$ cat src/rtl/sdram_guard_pkg.sv
package sdram_guard_pkg;

   typedef enum logic [2:0] {
      CMD_NOP   = 3'd0,
      CMD_ACT   = 3'd1,
      CMD_READ  = 3'd2,
      CMD_WRITE = 3'd3,
      CMD_PRE   = 3'd4,
      CMD_RFSH  = 3'd5
   } cmd_e;

   // interval slots
   localparam int GAP_RC    = 0;
   localparam int GAP_RAS   = 1;
   localparam int GAP_RP    = 2;
   localparam int GAP_RCD   = 3;
   localparam int GAP_COUNT = 4;

   // field positions inside the timing register
   localparam int CAS_LSB = 28;
   localparam int RC_LSB  = 24;
   localparam int RAS_LSB = 20;
   localparam int RP_LSB  = 16;
   localparam int RCD_LSB = 12;
   localparam logic [31:0] RSVD_MASK = 32'h8008_8000;

   // 4-bit field, n+1 clocks, reserved 0 -> 16
   function automatic logic [4:0] decode_wide(input logic [3:0] code);
      return (code == 4'd0) ? 5'd16 : {1'b0, code} + 5'd1;
   endfunction

   // 3-bit field, n clocks, reserved 0 -> 7
   function automatic logic [4:0] decode_narrow(input logic [2:0] code);
      return (code == 3'd0) ? 5'd7 : {2'b00, code};
   endfunction

   // latency field, codes 0/1 reserved -> 7
   function automatic logic [4:0] decode_cas(input logic [2:0] code);
      return (code < 3'd2) ? 5'd7 : {2'b00, code};
   endfunction

endpackage

$ cat src/rtl/sdram_timing_regs.sv
module sdram_timing_regs
   import sdram_guard_pkg::*;
#(
   parameter logic [31:0] RESET_VAL = 32'h2A73_3225,
   parameter int          LEN_W     = 5,
   parameter int          LAT_W     = 3
) (
   input  logic                              clk,
   input  logic                              rst_n,
   input  logic                              wr_en,
   input  logic [31:0]                       wr_data,
   input  logic                              prog,
   output logic [31:0]                       rd_data,
   output logic [GAP_COUNT-1:0][LEN_W-1:0]   gap_len,
   output logic [LAT_W-1:0]                  cas_lat,
   output logic                              cfg_err
);

   localparam logic [31:0] RESET_STORED = RESET_VAL & ~RSVD_MASK;
   localparam logic [2:0]  RESET_CAS    = RESET_VAL[CAS_LSB +: 3];

   logic [31:0]      timing_q;
   logic             prog_q;
   logic [LAT_W-1:0] lat_q;
   logic             err_q;

   logic [2:0] cas_code;
   logic [3:0] rc_code;
   logic [3:0] ras_code;
   logic [2:0] rp_code;
   logic [2:0] rcd_code;
   logic       commit;
   logic       field_rsvd;
   logic       cas_rsvd;

   initial begin
      assert (LEN_W >= 5) else $error("LEN_W must hold 16");
      assert (LAT_W >= 3) else $error("LAT_W must hold 7");
   end

   always_comb begin
      cas_code   = timing_q[CAS_LSB +: 3];
      rc_code    = timing_q[RC_LSB  +: 4];
      ras_code   = timing_q[RAS_LSB +: 4];
      rp_code    = timing_q[RP_LSB  +: 3];
      rcd_code   = timing_q[RCD_LSB +: 3];
      commit     = prog & ~prog_q;
      cas_rsvd   = (cas_code < 3'd2);
      field_rsvd = (rc_code == 4'd0) | (ras_code == 4'd0) |
                   (rp_code == 3'd0) | (rcd_code == 3'd0);
   end

   always_comb begin
      gap_len[GAP_RC]  = LEN_W'(decode_wide(rc_code));
      gap_len[GAP_RAS] = LEN_W'(decode_wide(ras_code));
      gap_len[GAP_RP]  = LEN_W'(decode_narrow(rp_code));
      gap_len[GAP_RCD] = LEN_W'(decode_narrow(rcd_code));
   end

   always_ff @(posedge clk) begin
      if (!rst_n) begin
         timing_q <= RESET_STORED;
         prog_q   <= 1'b0;
         lat_q    <= LAT_W'(decode_cas(RESET_CAS));
         err_q    <= 1'b0;
      end else begin
         prog_q <= prog;
         if (commit) lat_q <= LAT_W'(decode_cas(cas_code));
         err_q <= err_q | field_rsvd | (commit & cas_rsvd);
         if (wr_en) timing_q <= wr_data & ~RSVD_MASK;
      end
   end

   assign rd_data = timing_q;
   assign cas_lat = lat_q;
   assign cfg_err = err_q;

endmodule

$ cat src/rtl/sdram_gap_counter.sv
module sdram_gap_counter #(
   parameter int LEN_W = 5
) (
   input  logic             clk,
   input  logic             rst_n,
   input  logic             load,
   input  logic [LEN_W-1:0] len,
   output logic             expired
);

   logic [LEN_W-1:0] cnt_q;

   always_ff @(posedge clk) begin
      if (!rst_n) begin
         cnt_q <= '0;
      end else if (load) begin
         cnt_q <= len - LEN_W'(1);
      end else if (cnt_q != '0) begin
         cnt_q <= cnt_q - LEN_W'(1);
      end
   end

   assign expired = (cnt_q == '0);

endmodule

$ cat src/rtl/sdram_cas_tracker.sv
module sdram_cas_tracker #(
   parameter int CL_MAX = 7,
   parameter int LAT_W  = 3
) (
   input  logic             clk,
   input  logic             rst_n,
   input  logic             fire,
   input  logic [LAT_W-1:0] lat,
   output logic             pulse
);

   localparam int SR_W = CL_MAX + 1;

   logic [SR_W-1:0] sr_q;
   logic [SR_W-1:0] inject;

   initial begin
      assert (CL_MAX >= 7) else $error("CL_MAX must cover latency 7");
   end

   always_comb begin
      inject = fire ? (SR_W'(1) << lat) : '0;
   end

   always_ff @(posedge clk) begin
      if (!rst_n) sr_q <= '0;
      else        sr_q <= {1'b0, sr_q[SR_W-1:1]} | inject;
   end

   assign pulse = sr_q[0];

endmodule

$ cat src/rtl/sdram_cmd_guard.sv
module sdram_cmd_guard
   import sdram_guard_pkg::*;
#(
   parameter logic [31:0] RESET_VAL = 32'h2A73_3225,
   parameter int          LEN_W     = 5,
   parameter int          LAT_W     = 3,
   parameter int          CL_MAX    = 7
) (
   input  logic        clk,
   input  logic        rst_n,
   input  logic        cfg_we,
   input  logic [31:0] cfg_wdata,
   output logic [31:0] cfg_rdata,
   input  logic        cfg_prog,
   input  logic        cmd_valid,
   input  logic [2:0]  cmd_kind,
   output logic        cmd_ready,
   output logic [2:0]  out_cmd,
   output logic        rd_data_expected,
   output logic        config_error
);

   logic [GAP_COUNT-1:0][LEN_W-1:0] gap_len;
   logic [GAP_COUNT-1:0]            gap_load;
   logic [GAP_COUNT-1:0]            gap_done;
   logic [LAT_W-1:0]                cas_lat;
   logic                            accept;
   logic [2:0]                      out_q;

   sdram_timing_regs #(
      .RESET_VAL (RESET_VAL),
      .LEN_W     (LEN_W),
      .LAT_W     (LAT_W)
   ) u_regs (
      .clk     (clk),
      .rst_n   (rst_n),
      .wr_en   (cfg_we),
      .wr_data (cfg_wdata),
      .prog    (cfg_prog),
      .rd_data (cfg_rdata),
      .gap_len (gap_len),
      .cas_lat (cas_lat),
      .cfg_err (config_error)
   );

   assign accept = cmd_valid & cmd_ready;

   always_comb begin
      gap_load          = '0;
      gap_load[GAP_RC]  = accept & (cmd_kind == CMD_RFSH);
      gap_load[GAP_RAS] = accept & (cmd_kind == CMD_ACT);
      gap_load[GAP_RP]  = accept & (cmd_kind == CMD_PRE);
      gap_load[GAP_RCD] = accept & (cmd_kind == CMD_ACT);
   end

   for (genvar g = 0; g < GAP_COUNT; g++) begin : g_gap
      sdram_gap_counter #(.LEN_W(LEN_W)) u_cnt (
         .clk     (clk),
         .rst_n   (rst_n),
         .load    (gap_load[g]),
         .len     (gap_len[g]),
         .expired (gap_done[g])
      );
   end

   always_comb begin
      case (cmd_kind)
         CMD_ACT:   cmd_ready = gap_done[GAP_RC] & gap_done[GAP_RP];
         CMD_READ,
         CMD_WRITE: cmd_ready = gap_done[GAP_RCD];
         CMD_PRE:   cmd_ready = gap_done[GAP_RAS];
         CMD_RFSH:  cmd_ready = gap_done[GAP_RC];
         default:   cmd_ready = 1'b1;
      endcase
   end

   always_ff @(posedge clk) begin
      if (!rst_n)                      out_q <= CMD_NOP;
      else if (accept && cmd_kind <= CMD_RFSH) out_q <= cmd_kind;
      else                             out_q <= CMD_NOP;
   end
   assign out_cmd = out_q;

   sdram_cas_tracker #(
      .CL_MAX (CL_MAX),
      .LAT_W  (LAT_W)
   ) u_cas (
      .clk   (clk),
      .rst_n (rst_n),
      .fire  (accept & (cmd_kind == CMD_READ)),
      .lat   (cas_lat),
      .pulse (rd_data_expected)
   );

endmodule

$ cat config.mk
export PLATFORM = sky130hd
export DESIGN_NAME = sdram_cmd_guard
export DESIGN_NICKNAME = d
export VERILOG_FILES = /design/src/rtl/sdram_guard_pkg.sv /design/src/rtl/sdram_timing_regs.sv /design/src/rtl/sdram_gap_counter.sv /design/src/rtl/sdram_cas_tracker.sv /design/src/rtl/sdram_cmd_guard.sv
export SDC_FILE = /design/constraint.sdc
export NUM_CORES = 1
export LEC_CHECK = 0
export BUFFER_PORTS_ARGS = -buffer_cell sky130_fd_sc_hd__buf_2
export CAP_MARGIN = 10
export CORE_ASPECT_RATIO = 0.6
export CORE_MARGIN = 5
export CORE_UTILIZATION = 34
export CTS_CLUSTER_SIZE = 24
export DETAILED_ROUTE_END_ITERATION = 10
export HOLD_SLACK_MARGIN = 0.06
export PLACE_DENSITY = 0.53
export SLEW_MARGIN = 20
export SYNTH_ARGS = -nofsm -noshare
export SYNTH_HDL_FRONTEND = slang
export SYNTH_SLANG_ARGS = --single-unit
$ cat constraint.sdc
create_clock -name clk -period 3.5 [get_ports clk]
set_input_delay 0.35 -clock clk [delete_from_list [all_inputs] [get_ports clk]]
set_output_delay 0.35 -clock clk [all_outputs]
set_load 0.005 [all_outputs]
* Yosys cells after proc, flatten, opt, wreduce, memory -nomap -nowiden *
Index checks and enable logic that the tools add are counted.

storage, ports and cells
  output and inout bits = 38
  logic and storage cells = 77
  bits in registers = 65

operators by class
  equality and inequality tests = 5
  shift-type cells = 1
  order comparisons = 2
  multiplexer cells = 15
  add/sub/neg operators = 10
  reductions and logical operators = 19
  bitwise operators = 15

operators by type and width
  kind                 count
  $mux 5               10
  $sub 5x1->5 const B  6
  $logic_not 5->1      4
  $reduce_bool 5->1    4
  $add 4x1->5 const B  2
  $mux 3               3
  $and 1x1->1          8
  $logic_not 4->1      2
  $mux 8               1
  $or 7x8->8           1
  $reduce_bool 2->1    4
  $shl 1x3->8 const A  1
  $sub 3x1->4 const B  2
  $eq 3x2->1 const B   2
  $eq 3x3->1 const B   2
  $logic_not 3->1      2
  $or 1x1->1           5
  $pmux 1 s4           1
  $eq 3x1->1 const B   1
  $le 3x3->1 const B   1
  $lt 3x2->1 const B   1
  $reduce_and 2->1     1
  $reduce_or 2->1      1
  $logic_and 1x1->1    1
  $not 1->1            1

* Logic depth before layout (Yosys ltp) *
Gate-level depths: netlist of run 1.

  depth after elaboration = 7
  mapped depth = 10
  depth with buffers taken out = 10

* By module *
A second synthesis of run 1 with hierarchy kept.

unflattened totals
  cells, all modules = 339
  area total of the unflattened synthesis = 3300.7 µm²

by module, submodules not included
  module             cells each  times used  area each (µm²)
  sdram_timing_regs  154         1           1561.5
  sdram_gap_counter  34          4           310.3
  sdram_cas_tracker  26          1           310.3
  sdram_cmd_guard    23          1           187.7

* Worst setup path after synthesis of run 1 *
No wires, ideal clock.

  kind = reg-to-reg
  start = register g_gap[2].u_cnt.cnt_q[0]
  end = register g_gap[1].u_cnt.cnt_q[4]
  setup time = 114 ps
  stages on the path, launching flop included = 11
  path buffers = 1
  arrival = 2055 ps
  slack = 1330 ps
  cell sequence = dfxtp_1 > inv_1 > ha_1 > nor4b_4 > and4_4 > buf_12 > mux2i_1 > ha_1 > inv_1 > o211ai_2 > a21bo_1

between the ends
  cells in the longest elaborated chain, start to end = 6

RTL lines
  element                                      RTL line                 source
  start, declared                              sdram_gap_counter.sv:11  logic [LEN_W-1:0] cnt_q;
  start signal, assigned                       sdram_gap_counter.sv:17  cnt_q <= len - LEN_W'(1);
  start signal, assigned                       sdram_gap_counter.sv:19  cnt_q <= cnt_q - LEN_W'(1);
  $logic_not 5->1 (*)                          sdram_gap_counter.sv:23  assign expired = (cnt_q == '0);
  $and 1x1->1 (*)                              sdram_cmd_guard.sv:68    CMD_ACT: cmd_ready = gap_done[GAP_RC] & gap_done[GAP_RP];
  $pmux 1 s4 (*)                               sdram_cmd_guard.sv:67    case (cmd_kind)
  $and 1x1->1 (*)                              sdram_cmd_guard.sv:46    assign accept = cmd_valid & cmd_ready;
  $and 1x1->1 (*)                              sdram_cmd_guard.sv:51    gap_load[GAP_RAS] = accept & (cmd_kind == CMD_ACT);
  $mux 5 or $reduce_bool 2->1 (tied branches)  -
  end signal, assigned                         sdram_gap_counter.sv:17
  end signal, assigned                         sdram_gap_counter.sv:19
  end, declared                                sdram_gap_counter.sv:11

Mark *: on every way between the ends. The rest lies on a longest branch, timed or not.
A chain may end at the register's enable or synchronous reset.

* Worst setup path after layout of run 1 *
  start = register g_gap[0].u_cnt.cnt_q[0]
  end = output cmd_ready

between the ends
  cells in the longest elaborated chain, start to end = 3

RTL lines
  element                 RTL line                 source
  start, declared         sdram_gap_counter.sv:11
  start signal, assigned  sdram_gap_counter.sv:17
  start signal, assigned  sdram_gap_counter.sv:19
  $logic_not 5->1 (*)     sdram_gap_counter.sv:23
  $and 1x1->1             sdram_cmd_guard.sv:68
  $pmux 1 s4 (*)          sdram_cmd_guard.sv:67
  end, declared           sdram_cmd_guard.sv:17    output logic cmd_ready,

Marks and branches as above.

==> results.yml, run 1 <==
die:
  rows: 27
  fp.dieW_um: 137
  start_util: 0.354
  core_mm2: 0.00932
  die_area_mm2: 0.0118
  die_y_um: 86.3
  io_pins: 78
timing:
  tightest_slew_ns: 0.924
  slew-limit-headroom: 0.384
  maxSlewViolCount: 0
  finalSetupViolCount: 0
  whs_ns: 0.234
  fin_crit_sh: 0.671
  final-hold-violation-count: 0
  setup-tns-final_ns: 0
  rsz0062_at_grt: "no"
  fin_ws_ns: 1.15
  min_period_ns: 2.35
  final.setup_skew_ns: 0.00316
  clock.fmax_ghz: 0.426
place:
  hpwl_um: 5900
  place.gp.congestion: 0.756
  dp.cells: 554
  dp_slack_ns: 1.20
  numPortBuffers: 71
power:
  power_density_mw_per_mm2: 673
  p_int_w: 0.00185
  vdd.ir_drop.worst_uv: 277
  combPwrFrac: 0.308
  power.total_w: 0.00272
  p_leak_nw: 1.80
  switchingPower_w: 0.000867
  clock_power_share: 0.327
  swShare: 0.319
  p_seq_frac: 0.365
global_route:
  grt_max_degree: 42
  grt_first_pass_wirelength_um: 13100
  grt_antenna_before_repair: 0
  grt_pass1_vias: 2672
  grtUsageTotal: 0.143
  grt_overflow: 0
layout:
  area_growth_pct: 22.6
  instances_no_fill: 569
  final_cell_mix: "71 x buf_2, 65 x dfxtp_1, 38 x nor2_1, 37 x nand2_1, 32 x mux2i_1"
  diodes: 0
  layout-drive-gt1-share: 0.232
  layout.cells.most_common: "buf_2"
  fillCellCount: 977
  fin_nets: 487
worst_setup_path:
  critPathArrivalTime_ns: 2.00
  critPathKind: "flop to output port"
  critPathMaxFanout: 5
  start_kind: "flop"
  crit-reg2reg-launch: "g_gap[2].u_cnt.cnt_q[0]"
  end_kind: "output port"
  critPathRequiredTime_ns: 3.15
  cp-startpoint: "g_gap[0].u_cnt.cnt_q[0]"
clock_tree:
  cts.sinks: 65
  post_cts_buffers: 0
  cts_buffer_depth: 2
  hold_buffers: 0
  post_cts_resized: 0
  cts_made_buffers: 9
  cts-root-buf: "clkbuf_16"
  cts_max_level: 3
  path_clk_slew_ns: 0.05
  tritoncts: "yes"
  clk_latency_ns: 0.33
logic_synthesis:
  synth-edff-count: 0
  synth.distinct_cells: 60
  ys_ff_latch: 65
  synthCells: 366
  synth_area_mm2: 0.00330
  syn-mean-instance-area_um2: 9.02
  ys_seq_area_frac: 0.394
  ys.flop_type: "dfxtp_1"
  async_flop_share: 0
  yosysWarnings: 0
detailed_routing:
  ant_nets: 0
  drt_iter0_drc: 99
  vias_per_cell: 4.77
  drc: 0
  drt-total-wl_um: 7910
  vias: 2712
  first_pass_iters: 4
  wl_per_cell_um: 13.9
worst_hold_path:
  hold_path.class: "input pin to flop"
  min-delay-start: "cfg_wdata[2]"
status:
  status: "completed"
run:
  maxCapViolCount: 0
layout make-up:
class,instances,area (um2),share of cell area
clock buffers,12,256,0.0634
inverters,16,60.1,0.0148
flip-flops and latches,65,1300,0.322
multi-input cells,270,1850,0.458
clock inverters,3,40.0,0.00990
well taps,130,163,0.0402
repair buffers,73,370,0.0916
worst paths after layout:
check	endpoint	slack (ns)	cells after the start
min	u_regs.rd_data[2]	0.23	3
min reg2reg	u_cas.sr_q[6]	0.43	2
max	cmd_ready	1.15	6
max reg2reg	g_gap[1].u_cnt.cnt_q[4]	1.17	8
critical path, stage by stage (launching register included):
cell and delay (ns):
dfxtp_1 0.36, or3_1 0.45, or2_1 0.27, o21ai_0 0.15
o21ai_0 0.08, o21ai_0 0.20, buf_2 0.15
power groups by stage:
stage                     logic [W]  clock network [W]  registers, W
after global routing       0.000958           0.000967       0.00102
after global placement     0.000826                  0       0.00100
after floorplan            0.000658                  0      0.000976
after CTS                  0.000850           0.000922      0.000992
after detailed placement   0.000844                  0       0.00101
final                      0.000839           0.000890      0.000993
state kept, by name, summed over array words and instances (netlist names):
name / count
u_regs.rd_data: 29
g_gap.u_cnt.cnt_q: 20
u_cas.sr_q: 8
out_cmd: 3
u_regs.cas_lat: 3
u_regs.cfg_err: 1
u_regs.prog_q: 1
cell families after synthesis:
group | Yosys count | synth area share
xor+xnor | 15 | 0.0398
mux | 32 | 0.0970
other cells | 1 | 0.00114
simple gates | 148 | 0.248
flops | 65 | 0.394
compound gates | 60 | 0.129
fa+ha+maj | 12 | 0.0455
buf+inv | 33 | 0.0462
metrics by stage:
| step | util | instance area, um2 |
|---|---|---|
| 3_3_place_gp | 0.402 | 3750 |
| 4_1_cts | 0.434 | 4050 |
| 6_report | 0.434 | 4050 |
| 3_5_place_dp | 0.402 | 3750 |
| 2_1_floorplan | - | 3310 |
| 5_1_grt | 0.434 | 4050 |
layer usage:
metal | up-vias | GRT usage | share of wire
li1 | 1414 | - | -
met1 | 1233 | 0.193 | 0.53
met2 | 58 | 0.206 | 0.40
met3 | 7 | 0.0603 | 0.058
met4 | 0 | 0.0435 | 0.0083
met5 | - | 0 | 0
Yosys cell counts, types with 4 or more instances:
library cell / count / area (um2)
a211oi_1: 5 / 37.5
a21oi_1: 8 / 40.0
clkbuf_1: 10 / 37.5
dfxtp_1: 65 / 1300
ha_1: 12 / 150
inv_1: 16 / 60.1
mux2i_1: 32 / 320
nand2_1: 37 / 139
nand2b_1: 7 / 43.8
nand3_1: 6 / 30.0
nor2_1: 38 / 143
nor2b_1: 20 / 125
nor3_1: 10 / 50.1
o211ai_1: 5 / 37.5
o21a_1: 4 / 30.0
o21ai_0: 14 / 70.1
xnor2_1: 9 / 78.8
xor2_1: 6 / 52.6
(Power assumes the default switching activity.)
==> run 2, diff against run 1 <==
--- a/config.mk
+++ b/config.mk
@@ -5,6 +5,7 @@
 export SDC_FILE = /design/constraint.sdc
 export NUM_CORES = 1
 export LEC_CHECK = 0
+export ABC_AREA = 1
 export BUFFER_PORTS_ARGS = -buffer_cell sky130_fd_sc_hd__buf_2
 export CAP_MARGIN = 10
 export CORE_ASPECT_RATIO = 0.6
@@ -13,7 +14,7 @@
 export CTS_CLUSTER_SIZE = 24
 export DETAILED_ROUTE_END_ITERATION = 10
 export HOLD_SLACK_MARGIN = 0.06
-export PLACE_DENSITY = 0.53
+export PLACE_DENSITY = 0.55
 export SLEW_MARGIN = 20
 export SYNTH_ARGS = -nofsm -noshare
 export SYNTH_HDL_FRONTEND = slang
==> constraint.sdc (replaced) <==
create_clock -name clk -period 2.1 [get_ports clk]
set_input_delay 0.21 -clock clk [delete_from_list [all_inputs] [get_ports clk]]
set_output_delay 0.21 -clock clk [all_outputs]
set_load 0.005 [all_outputs]
==> run 2 against run 1 <==
Net effect: global-route usage is 0.29 points lower; sequential share of layout area hardly changed; sequential power is 59% higher; critical endpoint is now g_gap[1].u_cnt.cnt_q[2]; highest routed layer unchanged.
==> results.yml, run 2 <==
status:
  status: "completed"
layout:
  instances_no_fill: 634
  fillCellCount: 886
  layout.cells.most_common: "nand2_1"
  final_cell_mix: "74 x nand2_1, 71 x buf_2, 61 x dfxtp_1, 55 x nor2_1, 51 x inv_1"
  diodes: 0
  largest_reg_flops: 29
  area_growth_pct: 32.0
  final_area_mm2: 0.00406
  fin_nets: 569
  layout-drive-gt1-share: 0.272
die:
  die_y_um: 83.7
  start_util: 0.356
  fp.dieW_um: 133
  io_pins: 78
  rows: 26
  core_mm2: 0.00865
  die_area_mm2: 0.0111
logic_synthesis:
  synthTopCellsByArea: "dfxtp_1 42%, nand2_1 9.3%, nor2_1 7.2%"
  syn-mean-instance-area_um2: 7.24
  yosysWarnings: 0
  synth_top_area_cell: "dfxtp_1"
  synth_most_common_cell: "nand2_1"
  synth_area_mm2: 0.00308
  synth-edff-count: 0
  ys_ff_latch: 65
  ys.flop_type: "dfxtp_1"
  synth.distinct_cells: 31
  ys_seq_area_frac: 0.423
  ys_top_cells_by_count: "76 x nand2_1, 65 x dfxtp_1, 59 x nor2_1, 56 x inv_1, 28 x o21ai_0"
  synthCells: 425
  yosys.area.top_type_share: 0.423
  async_flop_share: 0
power:
  p_leak_nw: 2.02
  power_density_mw_per_mm2: 1150
  vdd.ir_drop.worst_uv: 430
clock_tree:
  cts_buffer_depth: 2
  cts.sinks: 65
  cts_made_buffers: 9
  cts-root-buf: "clkbuf_16"
  tritoncts: "yes"
  clk_latency_ns: 0.33
  cts_max_level: 3
  path_clk_slew_ns: 0.05
  hold_buffers: 0
global_route:
  grt_antenna_before_repair: 0
  grt_pass1_vias: 2661
  grt_max_degree: 37
  grt_first_pass_wirelength_um: 12600
  grtUsageTotal: 0.140
  grt_overflow: 0
place:
  place_area_mm2: 0.00363
  numPortBuffers: 71
  dp.cells: 612
  place.gp.congestion: 0.863
  hpwl_um: 5800
worst_setup_path:
  critPathArrivalTime_ns: 2.28
  end_kind: "flop"
  start_kind: "flop"
  slowest_delay_ns: 0.33
  slowest_stage: "dfxtp_2"
  cp-startpoint: "g_gap[3].u_cnt.cnt_q[0]"
  critPathRequiredTime_ns: 2.36
  cp_num_buf_inv: 3
  crit-reg2reg-launch: "g_gap[3].u_cnt.cnt_q[0]"
  critPathMostFrequentCell: "nand2_1"
  path_delay_family: "simple AND/OR/NAND/NOR gates"
  critPathKind: "flop to flop"
  crit_chain: "inv_2, ha_4, inv_2, nor2_1, nand2_1, nand2_1, nand2_1, nand2_1, inv_1, nand2_2, nand3_1, nand2_1, nand2_1, ha_2, or2_1, a21oi_1"
  critPathMaxFanout: 4
timing:
  rsz0062_at_grt: "yes"
  finalSetupViolCount: 0
  maxSlewViolCount: 0
  clock.fmax_ghz: 0.495
  min_period_ns: 2.02
  final-hold-violation-count: 0
  fin_crit_sh: 0.962
  final.setup_skew_ns: 0.00532
  tightest_slew_ns: 0.521
  whs_ns: 0.0842
  slew-limit-headroom: 0.650
run:
  maxCapViolCount: 0
detailed_routing:
  first_pass_iters: 4
  vias_per_cell: 4.62
  drt_iter0_drc: 195
  ant_nets: 0
  drt-total-wl_um: 7810
  vias: 2930
  wl_per_cell_um: 12.3
  drc: 0
worst_hold_path:
  min-delay-start: "cfg_prog"
  hold_path.class: "input pin to flop"
[run 2: cell type report]
class / count / area [um2] / area share
Sequential cell: 65 / 1310 / 0.322
Tap cell: 112 / 140 / 0.0345
Timing Repair Buffer: 95 / 539 / 0.133
Clock buffer: 12 / 267 / 0.0656
Multi-Input combinational cell: 287 / 1540 / 0.379
Clock inverter: 4 / 50.0 / 0.0123
Inverter: 59 / 221 / 0.0545
[run 2: stage by stage]
stage	utilization	setup WS [ns]	setup TNS, ns	total power [W]
2_1_floorplan	-	0.0836	0	0.00255
3_3_place_gp	0.420	0.0146	0	0.00295
3_5_place_dp	0.420	-0.0332	-0.0332	0.00297
4_1_cts	0.458	0.00793	0	0.00456
5_1_grt	0.469	-0.0942	-0.260	0.00503
6_report	0.469	0.0803	0	0.00468
[run 2: logic make-up (layout without fill, tap and decap cells)]
group	Yosys count	after routing	share of synthesized area
xor gates and xnor gates	10	10	0.0285
buffers and inverters	75	170	0.0980
adders and majority gates	12	12	0.0488
AOI/OAI and AO/OA	65	65	0.115
other	1	3	0.00122
and+or+nand+nor	197	197	0.286
DFF	65	65	0.423
[run 2: report_power, final]
group | switching (W) | internal [W]
Sequential | 0.000131 | 0.00145
Clock | 0.000541 | 0.00101
Combinational | 0.000836 | 0.000713
Total | 0.00151 | 0.00317
[run 2: path summary, 6_finish.rpt]
check	endpoint	slack, ns	cells past startpoint
max	g_gap[1].u_cnt.cnt_q[2]	0.08	16
min	u_regs.prog_q	0.08	3
max reg2reg	g_gap[1].u_cnt.cnt_q[2]	0.08	16
min reg2reg	u_cas.sr_q[5]	0.43	2
[run 2: per-layer routing]
metal,vias to the layer above,share of wire,GRT usage
li1,1551,-,-
met4,0,0.011,0.0443
met5,-,0,0
met2,55,0.42,0.203
met3,9,0.051,0.0536
met1,1315,0.51,0.190
[run 2: what timing repair did]
item | 4_1_cts | 5_1_grt
pin swaps | 1 | 14
gates resized for setup | 1 | 24
gates cloned | 0 | 0
buffers inserted | 1 | 5
setup endpoints to repair | 2 | 10
[run 2: worst reg2reg max path, delay by kind of cell, from the launching register on]
| family | cells | cell delay (ns) |
|---|---|---|
| and+or+nand+nor | 10 | 1.04 |
| DFF | 1 | 0.33 |
| adders and majority gates | 2 | 0.33 |
| buffers and inverters | 3 | 0.13 |
| AOI/OAI and AO/OA | 1 | 0.11 |
